--- config.mk ---
export PLATFORM = sky130hd
export DESIGN_NAME = region_xlat
export DESIGN_NICKNAME = d
export VERILOG_FILES = /design/src/rtl/region_xlat_pkg.sv /design/src/rtl/region_xlat_table.sv /design/src/rtl/region_xlat_perm.sv /design/src/rtl/region_xlat_judge.sv /design/src/rtl/region_xlat.sv
export SDC_FILE = /design/constraint.sdc
export NUM_CORES = 1
export LEC_CHECK = 0
export ABC_CLOCK_PERIOD_IN_PS = 2700
export BUFFER_PORTS_ARGS = -buffer_cell sky130_fd_sc_hd__buf_2
export CORE_ASPECT_RATIO = 0.6
export CORE_MARGIN = 2
export CORE_UTILIZATION = 57
export CTS_BUF_LIST = sky130_fd_sc_hd__clkbuf_4
export CTS_CLUSTER_SIZE = 14
export DETAILED_ROUTE_END_ITERATION = 10
export PLACE_DENSITY = 0.82
export SYNTH_ARGS = -nofsm -noshare
export SYNTH_HDL_FRONTEND = slang
export SYNTH_SLANG_ARGS = --single-unit
export TNS_END_PERCENT = 50
--- constraint.sdc ---
create_clock -name clk_i -period 2.7 [get_ports clk_i]
set_input_delay 0 -clock clk_i [delete_from_list [all_inputs] [get_ports clk_i]]
set_output_delay 0 -clock clk_i [all_outputs]
set_load 0.01 [all_outputs]
--- src/rtl/region_xlat_pkg.sv ---
package region_xlat_pkg;

    typedef enum logic [1:0] {
        KIND_LOAD  = 2'd0,
        KIND_STORE = 2'd1,
        KIND_FETCH = 2'd2,
        KIND_BAD   = 2'd3
    } acc_kind_e;

    typedef enum logic [1:0] {
        CAUSE_NONE  = 2'd0,
        CAUSE_LOAD  = 2'd1,
        CAUSE_STORE = 2'd2,
        CAUSE_FETCH = 2'd3
    } cause_e;

    // Packed so that rd lands on bit 0.
    typedef struct packed {
        logic ex;
        logic wr;
        logic rd;
    } rights_t;

endpackage

--- src/rtl/region_xlat_table.sv ---
module region_xlat_table #(
    parameter int                IDX_W    = 3,
    parameter int                ATTR_W   = 4,
    parameter logic [ATTR_W-1:0] RST_ATTR = 4'd2
) (
    input  logic              clk_i,
    input  logic              rst_ni,
    input  logic              wr_en_i,
    input  logic [IDX_W-1:0]  wr_idx_i,
    input  logic [IDX_W-1:0]  wr_base_i,
    input  logic [ATTR_W-1:0] wr_attr_i,
    input  logic [IDX_W-1:0]  rd_idx_i,
    output logic [IDX_W-1:0]  rd_base_o,
    output logic [ATTR_W-1:0] rd_attr_o
);
    localparam int NREG = 1 << IDX_W;

    logic [IDX_W-1:0]  base_d [NREG];
    logic [IDX_W-1:0]  base_q [NREG];
    logic [ATTR_W-1:0] attr_d [NREG];
    logic [ATTR_W-1:0] attr_q [NREG];

    for (genvar g = 0; g < NREG; g++) begin : g_entry
        always_comb begin
            base_d[g] = base_q[g];
            attr_d[g] = attr_q[g];
            if (wr_en_i && (wr_idx_i == IDX_W'(g))) begin
                base_d[g] = wr_base_i;
                attr_d[g] = wr_attr_i;
            end
        end

        always_ff @(posedge clk_i or negedge rst_ni) begin
            if (!rst_ni) begin
                base_q[g] <= IDX_W'(g);
                attr_q[g] <= RST_ATTR;
            end else begin
                base_q[g] <= base_d[g];
                attr_q[g] <= attr_d[g];
            end
        end
    end

    assign rd_base_o = base_q[rd_idx_i];
    assign rd_attr_o = attr_q[rd_idx_i];

endmodule

--- src/rtl/region_xlat_perm.sv ---
module region_xlat_perm
    import region_xlat_pkg::*;
#(
    parameter int ATTR_W = 4
) (
    input  logic [ATTR_W-1:0] attr_i,
    output rights_t           rights_o
);
    logic low_code;
    logic rw_ok;
    logic ex_ok;

    always_comb begin
        low_code = attr_i < ATTR_W'(6);
        rw_ok    = (low_code && (attr_i != ATTR_W'(3))) || (attr_i == ATTR_W'(14));
        ex_ok    = low_code && (attr_i != '0);
        rights_o = '{ex: ex_ok, wr: rw_ok, rd: rw_ok};
    end

endmodule

--- src/rtl/region_xlat_judge.sv ---
module region_xlat_judge
    import region_xlat_pkg::*;
(
    input  acc_kind_e kind_i,
    input  rights_t   rights_i,
    output logic      grant_o,
    output cause_e    cause_o
);
    always_comb begin
        unique case (kind_i)
            KIND_LOAD:  grant_o = rights_i.rd;
            KIND_STORE: grant_o = rights_i.wr;
            KIND_FETCH: grant_o = rights_i.ex;
            default:    grant_o = 1'b0;
        endcase

        if (grant_o) begin
            cause_o = CAUSE_NONE;
        end else if (kind_i == KIND_LOAD) begin
            cause_o = CAUSE_LOAD;
        end else if (kind_i == KIND_FETCH) begin
            cause_o = CAUSE_FETCH;
        end else begin
            cause_o = CAUSE_STORE;
        end
    end

endmodule

--- src/rtl/region_xlat.sv ---
module region_xlat
    import region_xlat_pkg::*;
#(
    parameter int ADDR_W = 32,
    parameter int IDX_W  = 3,
    parameter int ATTR_W = 4
) (
    input  logic              clk_i,
    input  logic              rst_ni,
    input  logic              req_valid_i,
    input  logic [ADDR_W-1:0] req_vaddr_i,
    input  logic [1:0]        req_kind_i,
    input  logic              wr_en_i,
    input  logic [IDX_W-1:0]  wr_idx_i,
    input  logic [IDX_W-1:0]  wr_base_i,
    input  logic [ATTR_W-1:0] wr_attr_i,
    output logic              rsp_valid_o,
    output logic [ADDR_W-1:0] rsp_paddr_o,
    output logic              rsp_fault_o,
    output logic [1:0]        rsp_cause_o,
    output logic [2:0]        rsp_rights_o
);
    localparam int OFS_W = ADDR_W - IDX_W;

    typedef struct packed {
        logic              valid;
        logic [ADDR_W-1:0] paddr;
        logic              fault;
        cause_e            cause;
        rights_t           rights;
    } rsp_t;

    logic [IDX_W-1:0]  sel_idx;
    logic [IDX_W-1:0]  sel_base;
    logic [ATTR_W-1:0] sel_attr;
    rights_t           sel_rights;
    logic              grant;
    cause_e            cause;
    rsp_t              rsp_d;
    rsp_t              rsp_q;

    assign sel_idx = req_vaddr_i[ADDR_W-1:OFS_W];

    region_xlat_table #(
        .IDX_W   (IDX_W),
        .ATTR_W  (ATTR_W),
        .RST_ATTR(ATTR_W'(2))
    ) u_table (
        .clk_i    (clk_i),
        .rst_ni   (rst_ni),
        .wr_en_i  (wr_en_i),
        .wr_idx_i (wr_idx_i),
        .wr_base_i(wr_base_i),
        .wr_attr_i(wr_attr_i),
        .rd_idx_i (sel_idx),
        .rd_base_o(sel_base),
        .rd_attr_o(sel_attr)
    );

    region_xlat_perm #(
        .ATTR_W(ATTR_W)
    ) u_perm (
        .attr_i  (sel_attr),
        .rights_o(sel_rights)
    );

    region_xlat_judge u_judge (
        .kind_i  (acc_kind_e'(req_kind_i)),
        .rights_i(sel_rights),
        .grant_o (grant),
        .cause_o (cause)
    );

    always_comb begin
        rsp_d = '0;
        if (req_valid_i) begin
            rsp_d.valid  = 1'b1;
            rsp_d.fault  = !grant;
            rsp_d.cause  = cause;
            rsp_d.rights = sel_rights;
            if (grant) begin
                rsp_d.paddr = {sel_base, req_vaddr_i[OFS_W-1:0]};
            end
        end
    end

    always_ff @(posedge clk_i or negedge rst_ni) begin
        if (!rst_ni) begin
            rsp_q <= '0;
        end else begin
            rsp_q <= rsp_d;
        end
    end

    assign rsp_valid_o  = rsp_q.valid;
    assign rsp_paddr_o  = rsp_q.paddr;
    assign rsp_fault_o  = rsp_q.fault;
    assign rsp_cause_o  = rsp_q.cause;
    assign rsp_rights_o = rsp_q.rights;

endmodule

==> flow_metrics.py, run 1 <==
metrics = {
    "final_layout": {
        "nNetsFinal": 506,
        "fin_area_um2": 5600,
        "drive_gt1_share_pct": 52.9,
        "finalNonFillerCells": 571,
        "antenna_cells": 0,
        "area_delta_synth_final_pct": 21.7,
        "n_fill_cell": 527,
        "finish.utilization_pct": 71.3,
    },
    "synthesis": {
        "yosysTopAreaCellShare_pct": 40.3,
        "synth_edf_count": 0,
        "ys_types": 42,
        "syn_nets": 387,
        "synth_top_area_cell": "dfrtp_1",
        "yosysSeqAreaShare_pct": 51.7,
        "synthTopCellsByArea": "dfrtp_1 (40%), mux2_2 (15%), dfstp_2 (11%)",
        "yosys_warnings": 0,
        "synth_ff_type": "dfrtp_1",
        "ys_ff_latch": 94,
        "netlist_area_um2": 4600,
        "syn_avg_cell_area_um2": 13.6,
        "synthCells": 339,
        "synthArstFlopShare_pct": 100,
    },
    "clocking": {
        "clock_sinks": 94,
        "cts_root_buf": "clkbuf_4",
        "cts_setup_buffers": 0,
        "clock_latency_ns": 0.45,
        "hold_buffers": 39,
        "clockBufferDepth": 2,
        "cts_tree": "built",
        "clk_pin_slew_ns": 0.13,
        "numCtsBuffers": 9,
        "cts_resized": 0,
        "h-tree-depth": 3,
    },
    "worst_setup_path": {
        "crit_path_cell_trace": "mux4_2, mux2_4, o21ai_4, nand3_1, o22ai_2",
        "critPathRequiredTime_ns": 3.07,
        "cpMaxStageDelayCell": "o21ai_4",
        "cp.arrival_ns": 2.76,
        "start_kind": "register",
        "slowest_delay_ns": 0.69,
        "path_class": "reg -> reg",
        "startpoint": "u_table.attr_q[18]",
        "worst-path-max-fanout": 33,
        "r2r-start": "u_table.attr_q[18]",
        "worst_setup_path_end_kind": "register",
        "ff2ff_setup_slack_ns": 0.31,
    },
    "global_route": {
        "grt_antenna_before_repair": 0,
        "grt_max_degree": 89,
        "grt_pass1_vias": 3320,
        "grt_use_total_pct": 25.5,
        "grt_pass1_wl_um": 16900,
        "grt_overflow": 0,
    },
    "drt": {
        "top_layer": "met4",
        "drtIter0Drc": 282,
        "met1_length_um": 4490,
        "dr_wl_met2_um": 5280,
        "drc": 0,
        "vias_per_cell": 5.81,
        "vias": 3315,
        "wire_per_inst_um": 18.3,
        "drt-total-wl_um": 10400,
        "route.met3.wl_um": 489,
        "dr.pass1.iters": 4,
        "ant_nets": 0,
    },
    "power": {
        "p_total_mw": 3.53,
        "p_leak_nw": 2.44,
        "power_density_nw_per_um2": 630,
        "peakVddDrop_mv": 0.304,
    },
    "place": {
        "io_buffers": 86,
        "place.gp.congestion": 0.803,
        "dp_hpwl_um": 6600,
        "dp.cells": 516,
        "dpl_cell_area_um2": 5100,
        "dp_worst_setup_slack_ns": 0.360,
    },
    "sta": {
        "hold_viol": 0,
        "slew_headroom_pct": 26.9,
        "maxSlewViolCount": 0,
        "period_needed_ns": 2.39,
        "fin_ws_ns": 0.308,
        "finClkSkew_ns": 0.0232,
        "worst_pin_slew_ns": 1.10,
        "fin_crit_sh_pct": 88.6,
        "whs_ns": 0.0723,
        "rsz0062_at_grt": "false",
        "finalSetupViolCount": 0,
        "clock.fmax_ghz": 0.418,
        "finalSetupTns_ns": 0,
    },
    "hold_path": {
        "worstHoldStart": "req_kind_i[1]",
        "hold_path_class": "in -> reg",
    },
    "floorplan": {
        "placeableCoreArea_um2": 7850,
        "die_y_um": 73.6,
        "die-area_um2": 8820,
        "ios": 87,
        "rows": 25,
        "die_x_um": 120,
        "start_util_pct": 58.5,
    },
    "status": {
        "status": "finished clean",
    },
    "run": {
        "maxCapViolations": 0,
    },
}
[critical path: cells and delay by family, from the launching register on]
family	cells	cell delay (ns)
AO/OA/AOI/OAI	2	0.89
flip-flops	1	0.42
AND/OR/NAND/NOR	1	0.20
multiplexers	2	0.80
[final timing paths]
kind	cells after the start	end
max	5	rsp_paddr_o[21]
min	3	rsp_cause_o[1]
max reg2reg	5	rsp_paddr_o[21]
min reg2reg	1	u_table.attr_q[16]
max in group asynchronous	3	u_table.attr_q[25]
min in group asynchronous	2	rsp_paddr_o[15]
[layout by cell type (no fill, tap or decap), types with 3 or more instances in the layout]
cell / synthesis / layout
buf_2: 9 / 85
dfrtp_1: 74 / 74
mux2_2: 61 / 61
dlygate4sd3_1: 0 / 39
nand2_1: 37 / 37
nand3_1: 32 / 32
o22ai_2: 30 / 30
dfstp_2: 20 / 20
clkbuf_4: 0 / 13
mux4_2: 11 / 11
buf_4: 1 / 7
mux2i_1: 4 / 4
a21oi_1: 3 / 3
mux2_1: 3 / 3
nor2_1: 4 / 3
nor3_1: 3 / 3
nand4b_1: 3 / 3
[synthesized netlist by cell type (3+ instances only)]
master / n
clkbuf_1: 7
nor3_1: 3
dfrtp_1: 74
buf_8: 3
nor2_1: 4
buf_2: 9
buf_6: 3
nand4b_1: 3
mux2_2: 61
a21oi_1: 3
mux2i_1: 4
nand3_1: 32
dfstp_2: 20
mux4_2: 11
o22ai_2: 30
mux2_1: 3
nand2_1: 37
[routing by layer]
layer / GRT usage [%] / vias to the layer above
met5: 0 / -
met4: 8.37 / 0
met3: 7.14 / 15
met2: 41.4 / 93
met1: 33.9 / 1714
li1: - / 1493
[cell families (layout without fill, tap and decap cells)]
family	Yosys count	in the layout	synth area share, %
DFF	94	94	51.7
and+or+nand+nor	89	89	9.66
muxes	82	82	22.9
AOI/OAI and AO/OA	48	48	12.1
buffers and inverters	26	150	3.67
[area by class of cell]
class	count	area (µm²)	share of cell area, %
Sequential cell	94	2380	42.5
Multi-Input combinational cell	219	2060	36.8
Timing Repair Buffer	133	908	16.2
Tap cell	108	135	2.41
Clock buffer	13	97.6	1.74
Clock inverter	3	12.5	0.224
Inverter	1	3.75	0.0671
[sequential cells by signal, summed over array words and instances (netlist names)]
name            count
u_table.base_q     24
rsp_cause_o         2
rsp_paddr_o        32
rsp_rights_o        2
rsp_valid_o         1
rsp_fault_o         1
u_table.attr_q     32
[where the power goes]
part	switching (mW)	total [mW]	internal [mW]
combinational	0.545	1.06	0.512
clock	0.433	0.658	0.225
sequential	0.114	1.81	1.70
(Power assumes the default switching activity.)
==> run 2, diff against run 1 <==
--- a/config.mk
+++ b/config.mk
@@ -5,11 +5,11 @@
 export SDC_FILE = /design/constraint.sdc
 export NUM_CORES = 1
 export LEC_CHECK = 0
+export ABC_AREA = 1
 export ABC_CLOCK_PERIOD_IN_PS = 2700
 export BUFFER_PORTS_ARGS = -buffer_cell sky130_fd_sc_hd__buf_2
-export CORE_ASPECT_RATIO = 0.6
 export CORE_MARGIN = 2
-export CORE_UTILIZATION = 57
+export CORE_UTILIZATION = 56
 export CTS_BUF_LIST = sky130_fd_sc_hd__clkbuf_4
 export CTS_CLUSTER_SIZE = 14
 export DETAILED_ROUTE_END_ITERATION = 10
==> flow_metrics.py, run 2 <==
metrics = {
    "status": {
        "status": "finished clean",
    },
    "global_route": {
        "grt_pass1_vias": 3549,
        "grt_max_degree": 52,
        "grt_overflow": 0,
        "grt_use_total_pct": 27.5,
        "grt_antenna_before_repair": 0,
        "grt_pass1_wl_um": 17500,
    },
    "synthesis": {
        "synth_edf_count": 0,
        "synth.most_common_cell": "nand2_1",
        "yosys_warnings": 0,
        "synthArstFlopShare_pct": 100,
        "syn_nets": 525,
        "netlist_top_cells_count": "nand2_1 (136), dfrtp_1 (74), inv_1 (73)",
        "ys_types": 23,
        "yosysTopAreaCellShare_pct": 44.9,
        "synth_top_area_cell": "dfrtp_1",
        "yosysSeqAreaShare_pct": 57.6,
        "ys_ff_latch": 94,
        "netlist_area_um2": 4120,
        "syn_avg_cell_area_um2": 8.65,
        "synthCells": 477,
        "synth_ff_type": "dfrtp_1",
        "synthTopCellsByArea": "dfrtp_1 (45%), dfstp_2 (13%), nand2_1 (12%)",
    },
    "place": {
        "dpl_cell_area_um2": 4560,
        "dp_hpwl_um": 6140,
        "place.gp.congestion": 0.929,
        "dp.cells": 642,
        "io_buffers": 86,
    },
    "worst_setup_path": {
        "critPathRequiredTime_ns": 3.09,
        "worst_setup_path_end_kind": "register",
        "r2r-start": "u_table.attr_q[21]",
        "startpoint": "u_table.attr_q[21]",
        "cpMaxStageDelayCell": "dlygate4sd3_1",
        "path_class": "reg -> reg",
        "ff2ff_setup_slack_ns": 0.45,
        "start_kind": "register",
        "crit_top_cell": "nand2_1",
        "cp.arrival_ns": 2.64,
        "r2r_end": "rsp_cause_o[0]",
        "slowest_delay_ns": 0.59,
        "crit_path_cell_trace": "inv_1, nand2_1, nand3_1, nand2_1, nand2_1, nand2_1, nand2_1, nand2_1, nand2_2, nand3_2, nand3_1, nor2_1, dlygate4sd3_1",
        "worst-path-max-fanout": 3,
        "cp-endpoint": "rsp_cause_o[0]",
        "rr_worst_depth": 13,
    },
    "sta": {
        "finalSetupViolCount": 0,
        "slew_headroom_pct": 63.4,
        "finClkSkew_ns": 0.0172,
        "maxSlewViolCount": 0,
        "finalSetupTns_ns": 0,
        "fin_crit_sh_pct": 83.4,
        "rsz0062_at_grt": "false",
        "worst_pin_slew_ns": 0.549,
        "hold_viol": 0,
        "period_needed_ns": 2.25,
        "clock.fmax_ghz": 0.444,
    },
    "power": {
        "peakVddDrop_mv": 0.255,
        "p_total_mw": 3.23,
        "p_leak_nw": 2.78,
        "power_density_nw_per_um2": 630,
    },
    "drt": {
        "dr_wl_met2_um": 5060,
        "met1_length_um": 4220,
        "ant_nets": 0,
        "drc": 0,
        "route.met3.wl_um": 685,
        "drtIter0Drc": 244,
        "drt-total-wl_um": 10400,
        "top_layer": "met4",
        "vias_per_cell": 5.04,
        "wire_per_inst_um": 14.8,
        "vias": 3524,
        "dr.pass1.iters": 5,
    },
    "clocking": {
        "clock_sinks": 94,
        "h-tree-depth": 3,
        "cts_resized": 0,
        "clk_pin_slew_ns": 0.14,
        "numCtsBuffers": 9,
        "cts_root_buf": "clkbuf_4",
        "cts_tree": "built",
        "cts_setup_buffers": 0,
        "clock_latency_ns": 0.45,
        "clockBufferDepth": 2,
    },
    "floorplan": {
        "die-area_um2": 8070,
        "die_x_um": 89.8,
        "start_util_pct": 57.5,
        "ios": 87,
        "rows": 31,
        "die_y_um": 89.8,
        "placeableCoreArea_um2": 7180,
    },
    "run": {
        "maxCapViolations": 0,
    },
    "final_layout": {
        "layout_commonest_cell": "nand2_1",
        "antenna_cells": 0,
        "multi_input_area_um2": 1310,
        "finalNonFillerCells": 699,
        "final_cell_mix": "nand2_1 (136), buf_2 (85), dfrtp_1 (74), inv_1 (73), o21ai_0 (60)",
        "finish.utilization_pct": 71.5,
        "drive_gt1_share_pct": 26.5,
        "seq_area_um2": 2380,
        "area_delta_synth_final_pct": 24.4,
        "fin_area_um2": 5130,
        "n_fill_cell": 484,
        "nNetsFinal": 643,
    },
    "hold_path": {
        "hold_path_class": "in -> reg",
        "worstHoldStart": "req_vaddr_i[31]",
    },
}
[run 2: changes by cell type after synthesis, moves of 8 or more]
cell / before / now
inv_1: 1 / 73
nor2_2: 0 / 30
buf_2: 9 / 1
o22ai_2: 30 / 0
mux4_2: 11 / 0
nand2_1: 37 / 136
o21ai_0: 2 / 60
mux2_2: 61 / 0
nor2_1: 4 / 13
[run 2: critical path: cells and delay by family, from the launching register on]
family	cells	cell delay, ns
simple gates	11	1.00
flops	1	0.57
buf+inv	2	0.64
[run 2: logic make-up (layout without fill, tap and decap cells)]
family | Yosys count | in the layout | share of synthesized area [%]
flops | 94 | 94 | 57.6
simple gates | 214 | 214 | 22.8
compound gates | 72 | 72 | 9.01
buf+inv | 97 | 220 | 10.6
[run 2: metal layers]
metal | GRT usage [%] | up-vias
li1 | - | 1698
met1 | 34.0 | 1635
met2 | 45.3 | 154
met3 | 7.54 | 37
met4 | 12.9 | 0
met5 | 0 | -
[run 2: worst min path at each step]
| stage | end | cells past startpoint | slack [ns] |
|---|---|---|---|
| floorplan | rsp_cause_o[0] | 0 | -0.30 |
| global placement | rsp_paddr_o[23] | 1 | 0.01 |
| detailed placement | rsp_paddr_o[23] | 1 | 0.02 |
| CTS | rsp_rights_o[2] | 6 | 0.05 |
| global route | rsp_rights_o[0] | 7 | 0.06 |
| finish | rsp_rights_o[0] | 7 | 0.06 |
[run 2: what timing repair did]
action | CTS | global route
hold buffers | 41 | 0
endpoints found under the hold margin | 169 | 0
setup endpoints to repair | 0 | 0
[run 2: where the power goes]
part / switching, mW / total [mW] / leakage, nW / internal [mW]
registers: 0.102 / 1.75 / 1.17 / 1.65
clock network: 0.474 / 0.861 / 0.0884 / 0.387
logic: 0.373 / 0.618 / 1.52 / 0.245
[run 2: cell type report]
| class | instances | share of cell area [%] |
|---|---|---|
| Clock buffer | 10 | 1.46 |
| Timing Repair Buffer | 129 | 17.0 |
| Clock inverter | 6 | 1.68 |
| Multi-Input combinational cell | 286 | 25.6 |
| Inverter | 75 | 5.54 |
| Tap cell | 99 | 2.42 |
| Sequential cell | 94 | 46.4 |
[run 2: per-stage QoR]
stage                     worst slack, ns  hold slack [ns]
after global placement              0.734           0.0146
after CTS                           0.599           0.0483
final                               0.448           0.0601
after global routing                0.284           0.0643
after detailed placement            0.602           0.0227
after floorplan                      1.14           -0.296
